$ cat src/rtl/prio_irq_pkg.sv
package prio_irq_pkg;
    typedef enum logic [1:0] {
        ST_IDLE,
        ST_ASK,
        ST_BUSY
    } irq_state_e;
endpackage

$ cat src/rtl/edge_capture.sv
module edge_capture #(
    parameter int N   = 4,
    parameter int IDW = $clog2(N)
) (
    input  logic           clk,
    input  logic           rst_n,
    input  logic [N-1:0]   src,
    input  logic           clr_en,
    input  logic [IDW-1:0] clr_id,
    output logic [N-1:0]   pend,
    output logic [N-1:0]   push
);
    logic [N-1:0] src_q;
    logic [N-1:0] rise;
    logic [N-1:0] clr_mask;

    assign rise     = src & ~src_q;
    assign push     = rise & ~pend;
    assign clr_mask = clr_en ? (N'(1) << clr_id) : '0;

    always_ff @(posedge clk or negedge rst_n) begin
        if (!rst_n) begin
            src_q <= '0;
            pend  <= '0;
        end else begin
            src_q <= src;
            pend  <= (pend | rise) & ~clr_mask;
        end
    end
endmodule

$ cat src/rtl/arrival_queue.sv
module arrival_queue #(
    parameter int N   = 4,
    parameter int IDW = $clog2(N)
) (
    input  logic           clk,
    input  logic           rst_n,
    input  logic [N-1:0]   push,
    input  logic           del_en,
    input  logic [IDW-1:0] del_id,
    output logic [IDW-1:0] head,
    output logic           head_v
);
    localparam int CW = $clog2(N + 1);

    logic [IDW-1:0] q  [N];
    logic [IDW-1:0] nq [N];
    logic [CW-1:0]  cnt;
    logic [CW-1:0]  ncnt;
    logic           found;

    always_comb begin
        nq    = q;
        ncnt  = cnt;
        found = 1'b0;
        if (del_en) begin
            for (int i = 0; i < N; i++) begin
                if (!found && (CW'(i) < cnt) && (q[i] == del_id))
                    found = 1'b1;
                if (found)
                    nq[i] = q[(i + 1) % N];
            end
            if (found)
                ncnt = ncnt - CW'(1);
        end
        for (int s = N - 1; s >= 0; s--) begin
            if (push[s] && (ncnt < CW'(N))) begin
                nq[ncnt[IDW-1:0]] = IDW'(s);
                ncnt = ncnt + CW'(1);
            end
        end
    end

    always_ff @(posedge clk or negedge rst_n) begin
        if (!rst_n) begin
            cnt <= '0;
            for (int i = 0; i < N; i++) q[i] <= '0;
        end else begin
            cnt <= ncnt;
            q   <= nq;
        end
    end

    assign head   = q[0];
    assign head_v = (cnt != '0);
endmodule

$ cat src/rtl/in_service_track.sv
module in_service_track #(
    parameter int N   = 4,
    parameter int IDW = $clog2(N)
) (
    input  logic           clk,
    input  logic           rst_n,
    input  logic           set_en,
    input  logic [IDW-1:0] set_id,
    input  logic           done,
    output logic [N-1:0]   isr,
    output logic [IDW-1:0] top,
    output logic           any,
    output logic           single
);
    logic [N-1:0] isr_n;

    always_comb begin
        top = '0;
        for (int i = 0; i < N; i++)
            if (isr[i]) top = IDW'(i);
    end

    assign any    = |isr;
    assign single = $onehot(isr);

    always_comb begin
        isr_n = isr;
        if (done && any) isr_n[top] = 1'b0;
        if (set_en)      isr_n[set_id] = 1'b1;
    end

    always_ff @(posedge clk or negedge rst_n) begin
        if (!rst_n) isr <= '0;
        else        isr <= isr_n;
    end
endmodule

$ cat src/rtl/prio_irq_ctrl.sv
module prio_irq_ctrl
    import prio_irq_pkg::*;
#(
    parameter int NSRC = 4
) (
    input  logic                      clk,
    input  logic                      rst_n,
    input  logic [NSRC-1:0]           src_req,
    input  logic                      nest_mode,
    input  logic                      irq_ack,
    input  logic                      svc_done,
    output logic                      irq_out,
    output logic [$clog2(NSRC)-1:0]   irq_id
);
    localparam int IDW = $clog2(NSRC);

    irq_state_e     state, state_n;
    logic [IDW-1:0] id_q;
    logic [NSRC-1:0] pend_w, push_w, isr_w;
    logic [IDW-1:0] head, isr_top, hp, cand_id;
    logic           head_v, isr_any, isr_single, cand_v, nest_ok, take;

    assign take = (state == ST_ASK) && irq_ack;

    edge_capture #(.N(NSRC), .IDW(IDW)) u_edge (
        .clk(clk), .rst_n(rst_n), .src(src_req),
        .clr_en(take), .clr_id(id_q), .pend(pend_w), .push(push_w)
    );

    arrival_queue #(.N(NSRC), .IDW(IDW)) u_queue (
        .clk(clk), .rst_n(rst_n), .push(push_w),
        .del_en(take), .del_id(id_q), .head(head), .head_v(head_v)
    );

    in_service_track #(.N(NSRC), .IDW(IDW)) u_isr (
        .clk(clk), .rst_n(rst_n), .set_en(take), .set_id(id_q),
        .done(svc_done), .isr(isr_w), .top(isr_top),
        .any(isr_any), .single(isr_single)
    );

    // highest pending source number
    always_comb begin
        hp = '0;
        for (int i = 0; i < NSRC; i++)
            if (pend_w[i]) hp = IDW'(i);
    end

    assign nest_ok = (|pend_w) && (!isr_any || (hp > isr_top));
    assign cand_v  = nest_mode ? nest_ok : head_v;
    assign cand_id = nest_mode ? hp : head;

    always_comb begin
        state_n = state;
        unique case (state)
            ST_IDLE: if (cand_v) state_n = ST_ASK;
            ST_ASK:  if (irq_ack) state_n = ST_BUSY;
            ST_BUSY: begin
                if (svc_done && isr_single)   state_n = ST_IDLE;
                else if (nest_mode && cand_v) state_n = ST_ASK;
            end
            default: state_n = ST_IDLE;
        endcase
    end

    always_ff @(posedge clk or negedge rst_n) begin
        if (!rst_n) state <= ST_IDLE;
        else        state <= state_n;
    end

    always_ff @(posedge clk or negedge rst_n) begin
        if (!rst_n)                                  id_q <= '0;
        else if (state != ST_ASK && state_n == ST_ASK) id_q <= cand_id;
    end

    assign irq_out = (state == ST_ASK);
    assign irq_id  = id_q;
endmodule

$ cat config.mk
export PLATFORM = sky130hd
export DESIGN_NAME = prio_irq_ctrl
export DESIGN_NICKNAME = d
export VERILOG_FILES = /design/src/rtl/prio_irq_pkg.sv /design/src/rtl/edge_capture.sv /design/src/rtl/arrival_queue.sv /design/src/rtl/in_service_track.sv /design/src/rtl/prio_irq_ctrl.sv
export SDC_FILE = /design/constraint.sdc
export NUM_CORES = 1
export LEC_CHECK = 0
export BUFFER_PORTS_ARGS = -buffer_cell sky130_fd_sc_hd__buf_2
export CORE_ASPECT_RATIO = 1.75
export CORE_MARGIN = 3
export CORE_UTILIZATION = 60
export DETAILED_ROUTE_END_ITERATION = 8
export GPL_TIMING_DRIVEN = 0
export PLACE_DENSITY = 0.82
export SLEW_MARGIN = 15
export SYNTH_ARGS = -nofsm -noshare
export SYNTH_HDL_FRONTEND = slang
export SYNTH_SLANG_ARGS = --single-unit
$ cat constraint.sdc
create_clock -name clk -period 7 [get_ports clk]
set_input_delay 0.35 -clock clk [delete_from_list [all_inputs] [get_ports clk]]
set_output_delay 0.35 -clock clk [all_outputs]
set_load 0.01 [all_outputs]
# Word level (Yosys, flattened, before mapping)
# Index checks and enable logic that the tools add are counted.
[totals]
register_bits = 27
out_inout_bits = 3
in_bits = 9
[op_classes]
reduce_logical = 32
bitwise_logic = 23
shift = 1
eq_ne = 9
mux = 51
addsub = 8
magnitude_cmp = 21
[op_table]
columns = ["cell", "n"]
rows = [
  ["2-to-1 mux 8 bit", 5],
  ["2-to-1 mux 2 bit", 17],
  ["AND 4 bit", 6],
  ["inverter 4 bit", 6],
  ["logical AND 1 bit", 23],
  ["2-to-1 mux 3 bit", 6],
  ["demux 2 bit (select 2 bit)", 4],
  ["bitwise OR 4 bit", 4],
  ["2-to-1 mux 1 bit", 13],
  ["adder 3 x 1 -> 3 bit, second input constant", 4],
  ["greater-or-equal comparator 3 bit, second input constant", 4],
  ["less-than comparator 3 x 1 -> 1 bit, second input constant", 4],
  ["less-than comparator 3 bit, second input constant", 4],
  ["2-to-1 mux 4 bit", 3],
  ["inverter 2 -> 3 bit", 4],
  ["AND 8 bit", 1],
  ["equality test 2 bit", 4],
  ["inverter 8 bit", 1],
  ["bitwise OR 8 bit", 1],
  ["OR reduction 4 bit", 2],
  ["less-than comparator 1 x 3 -> 1 bit, first input constant", 2],
  ["less-than comparator 2 x 3 -> 1 bit, first input constant", 2],
  ["less-than comparator 2 x 3 -> 1 bit, second input constant", 2],
  ["case mux 2 bit (3 select lines)", 1],
  ["other kinds (15)", 22],
]

# Longest topological paths before layout
[logic_depth]
ltp_word = 38
depth_mapped = 20
mapped_depth_nobuf = 19

# By module
# Synthesis repeated with hierarchy kept, for this count alone.
[unflattened]
hier_cells = 219
area_unflattened_um2 = 2194.6
[modules_own_cells]
columns = ["module", "instances", "cells_per_inst", "area_per_inst_um2"]
rows = [
  ["arrival_queue", 1, 140, 1303.8],
  ["edge_capture", 1, 24, 320.3],
  ["prio_irq_ctrl", 1, 29, 292.8],
  ["in_service_track", 1, 26, 277.8],
]

# Least setup slack after synthesis
# OpenSTA, ideal clock, no wires.
[synth_timing]
kind = "register to register"
startpoint = "reg u_queue.cnt[1]"
endpoint = "reg u_queue.cnt[1]"
setup_slack_ps = 3281
setup_ps = 124
period_less_slack_ps = 3719
stages_incl_launch_ff = 18
arrival_time_ps = 3596
path_cell_list = "dfrtp_1 > inv_1 > ha_1 > nor2b_1 > o32ai_2 > a21bo_4 > o21ai_0 > o21ai_2 > inv_1 > ha_1 > mux2_4 > ha_1 > mux2i_1 > nor4_2 > nor2_1 > ha_1 > nand4_1 > o31a_1"
[synth_via]
elab_chain_cells = 33
elab_cells_between_ends = 41
[synth_lines]
columns = ["item", "line", "text"]
rows = [
  ["start, declared", "arrival_queue.sv:17", "logic [CW-1:0] cnt;"],
  ["start signal, assigned", "arrival_queue.sv:48", "cnt <= ncnt;"],
  ["less-than comparator 1 x 3 -> 1 bit", "arrival_queue.sv:27", "if (!found && (CW'(i) < cnt) && (q[i] == del_id))"],
  ["logical AND 1 bit", "arrival_queue.sv:27", ""],
  ["2-to-1 mux 1 bit", "arrival_queue.sv:27", ""],
  ["2-to-1 mux 1 bit", "arrival_queue.sv:25", "if (del_en) begin"],
  ["logical NOT 1 bit", "arrival_queue.sv:27", ""],
  ["logical AND 1 bit (2 in series)", "arrival_queue.sv:27", ""],
  ["2-to-1 mux 1 bit", "arrival_queue.sv:27", ""],
  ["2-to-1 mux 1 bit", "arrival_queue.sv:25", ""],
  ["[17 not listed]", "-", ""],
  ["2-to-1 mux 3 bit *", "arrival_queue.sv:36", "if (push[s] && (ncnt < CW'(N))) begin"],
  ["less-than comparator 3 bit", "arrival_queue.sv:36", ""],
  ["logical AND 1 bit", "arrival_queue.sv:36", ""],
  ["2-to-1 mux 3 bit *", "arrival_queue.sv:36", ""],
  ["less-than comparator 3 bit", "arrival_queue.sv:36", ""],
  ["logical AND 1 bit", "arrival_queue.sv:36", ""],
  ["2-to-1 mux 3 bit *", "arrival_queue.sv:36", ""],
  ["net u_queue.ncnt[1]", "arrival_queue.sv:18", "logic [CW-1:0] ncnt;"],
]
# Mark *: on every way through the listed nets, which the timed path passes. The rest lies on a longest branch. The select of a mux whose other input is x is not followed.
# A chain may end at the register's enable or synchronous reset.

==> impl_metrics.yaml <==
floorplanning:
  ios: 12
  rows: 28
  die_h_um: 85.9
  dieArea_sq_mm: 0.00444
  dieWidth_um: 51.7
  core_area_sq_mm: 0.00343
  initial_core_util_pct: 63.7
clocking:
  clockBufferDepth: 2
  clkSlewWorstSetupHoldPaths_ns: 0.09
  cts_resized: 0
  cts_inserted_buffers: 3
  cts_tree: "done"
  htree_levels: 1
  root_buffer: "clkbuf_8"
  insertion_delay_ns: 0.27
  clkSinkCount: 27
  cts-hold-fix-buffers: 0
  post_cts_buffers: 0
worst_setup_path:
  r2r_end: "u_queue.head[1]"
  startpoint_type: "flip-flop"
  r2r_slack_ns: 2.80
  arrival_ns: 4.38
  worstRegToRegCells: 16
  critical_path_class: "reg2reg"
  path_max_fanout: 6
  required_ns: 7.18
  reg2reg_from: "u_queue.cnt[1]"
  cp-end-kind: "flip-flop"
cells_and_area:
  finalInstanceArea_sq_mm: 0.00235
  drive_gt1_share_pct: 20.0
  nets: 266
  final_common_cell: "dfrtp_1"
  post-route-util_pct: 68.3
  areaGrowthSynthToFinish_pct: 7.20
  antenna_cells: 0
  most-common-layout-cells: "dfrtp_1, ha_1, nand2_1, inv_1, o21ai_0"
power_and_ir_drop:
  p_clk_share_pct: 7.9
  cellPowerDensity_mw_per_mm2: 484
  power.leakage_nw: 1.08
  p_sw_w: 0.000557
  power_w: 0.00114
  ir_worst_vdd_mv: 0.313
  p_comb_share_pct: 68.2
  switching_share_pct: 49.1
  power.internal_w: 0.000578
  seq_power_share_pct: 23.9
worst_hold_path:
  hp-class: "in2async"
timing:
  relSlewSlack_pct: 55.9
  worst_slew_pin_slew_ns: 0.655
  setup_tns_ns: 0
  rsz0062_at_grt: "false"
  clock_skew_ns: 0.00379
  setup_viol: 0
  fmax_mhz: 238
  slew_violations: 0
  hold_violations: 0
  fin_crit_sh_pct: 60.0
  min_period_ns: 4.20
synthesis:
  synth_async_sr_flop_share_pct: 100
  ys.flop_type: "dfrtp_1"
  synthTopCellsByArea: "dfrtp_1, ha_1, mux2i_1, o21ai_0, xor2_1"
  syn_area_per_cell_sq_um: 9.95
  yosysSeqAreaShare_pct: 30.9
  synth_fp_nets: 250
  synth_top_area_cell: "dfrtp_1"
  ys_ff_latch: 27
  synth-edff-count: 0
  synth_top_area_share_pct: 30.9
  synth_cell_type_count: 64
  netlist_area_sq_mm: 0.00219
  yosys_warnings: 0
  syn_inst: 220
global_routing:
  grt_pass1_vias: 1748
  grtUsageTotal_pct: 23.6
  antenna_found_initial: 0
  globalRouteOverflowTotal: 0
  grt_max_degree: 28
  grt_first_pass_wirelength_um: 7930
route:
  viasPerCell: 6.21
  num_vias: 1738
  drt_pass1_iterations: 4
  wirelength_um: 4900
  post_drt_wl_per_cell_um: 17.5
  drt_iter0_markers: 40
  final_antenna_net_count: 0
  drc: 0
placed_design:
  io_buffers: 11
  hpwl_um: 3820
  placed_cell_area_sq_mm: 0.00230
  gp_congestion: 0.849
run_status:
  status: "finished, final reports clean"
run:
  maxCapViolations: 0
-- worst max-delay path by stage --
stage                        start         endpoint  cells after the start
CTS                 u_queue.cnt[1]  u_queue.head[1]                     16
detailed placement  u_queue.cnt[1]   u_queue.cnt[1]                     17
floorplan           u_queue.cnt[1]   u_queue.cnt[1]                     17
global placement    u_queue.cnt[1]   u_queue.cnt[1]                     17
global route        u_queue.cnt[1]  u_queue.head[1]                     18
finish              u_queue.cnt[1]  u_queue.head[1]                     16
-- power groups by stage --
stage	sequential [W]	clock (W)	combinational [W]
after CTS	0.000270	0.0000905	0.000772
after global placement	0.000271	0	0.000743
after global routing	0.000277	0.0000986	0.000857
after floorplan	0.000259	0	0.000607
final	0.000271	0.0000892	0.000775
after detailed placement	0.000272	0	0.000768
-- worst max-delay path, stage by stage (launching register included) --
cell	delay, ns
dfrtp_1	0.44
inv_1	0.13
ha_1	0.19
nor2b_1	0.14
o32ai_2	0.43
a21bo_4	0.25
o21ai_0	0.11
o21ai_2	0.12
inv_1	0.06
ha_1	0.29
mux2_4	0.30
ha_1	0.32
mux2i_1	0.12
nor4_2	0.53
nor2_1	0.15
ha_1	0.27
a221oi_2	0.26
-- cell usage after synthesis, types with 4 or more instances --
| cell type | count |
|---|---|
| xor2_1 | 7 |
| inv_1 | 14 |
| nand2_1 | 16 |
| dfrtp_1 | 27 |
| xnor2_1 | 4 |
| mux2i_1 | 8 |
| a21oi_1 | 8 |
| nand2b_1 | 4 |
| ha_1 | 20 |
| o21ai_0 | 14 |
| a2bb2oi_1 | 4 |
| mux2_2 | 4 |
| nor2b_1 | 7 |
| nor2_1 | 13 |
-- flip-flops by register name (all words and copies together), names as in the netlist --
signal / cells
u_queue.cnt: 3
u_queue.head: 2
u_edge.pend: 4
u_isr.isr: 4
irq_id: 2
u_queue.q: 6
u_edge.src_q: 4
state: 2
-- cell type report --
type	count	area [sq um]
Multi-Input combinational cell	173	1410
Fill cell	292	1090
Sequential cell	27	676
Inverter	15	56.3
Tap cell	45	56.3
Timing Repair Buffer	11	55.1
Buffer	5	42.5
Clock buffer	3	41.3
Clock inverter	1	5.00
-- kinds of logic after synthesis --
kind of cell / synth area share, %
xor+xnor: 5.89
compound gates: 20.9
fa+ha+maj: 12.3
simple gates: 19.0
mux: 6.40
buf+inv: 4.52
flops: 30.9
-- stage by stage --
step | hold slack (ns) | setup slack, ns | instances
finish | 0.0800 | 2.80 | 280
global route | 0.111 | 2.55 | 280
CTS | 0.0942 | 2.85 | 280
detailed placement | 0.392 | 2.89 | 276
global placement | 0.389 | 2.92 | 276
floorplan | 0.0544 | 3.28 | 220
-- routing by layer --
metal	vias up	part of all wire [%]	track usage, %
li1	823	-	-
met1	872	38	22.8
met2	29	56	45.6
met3	14	2.3	2.96
met4	0	4.0	12.6
met5	-	0	0
No activity file was read; power rests on OpenSTA's default activity.
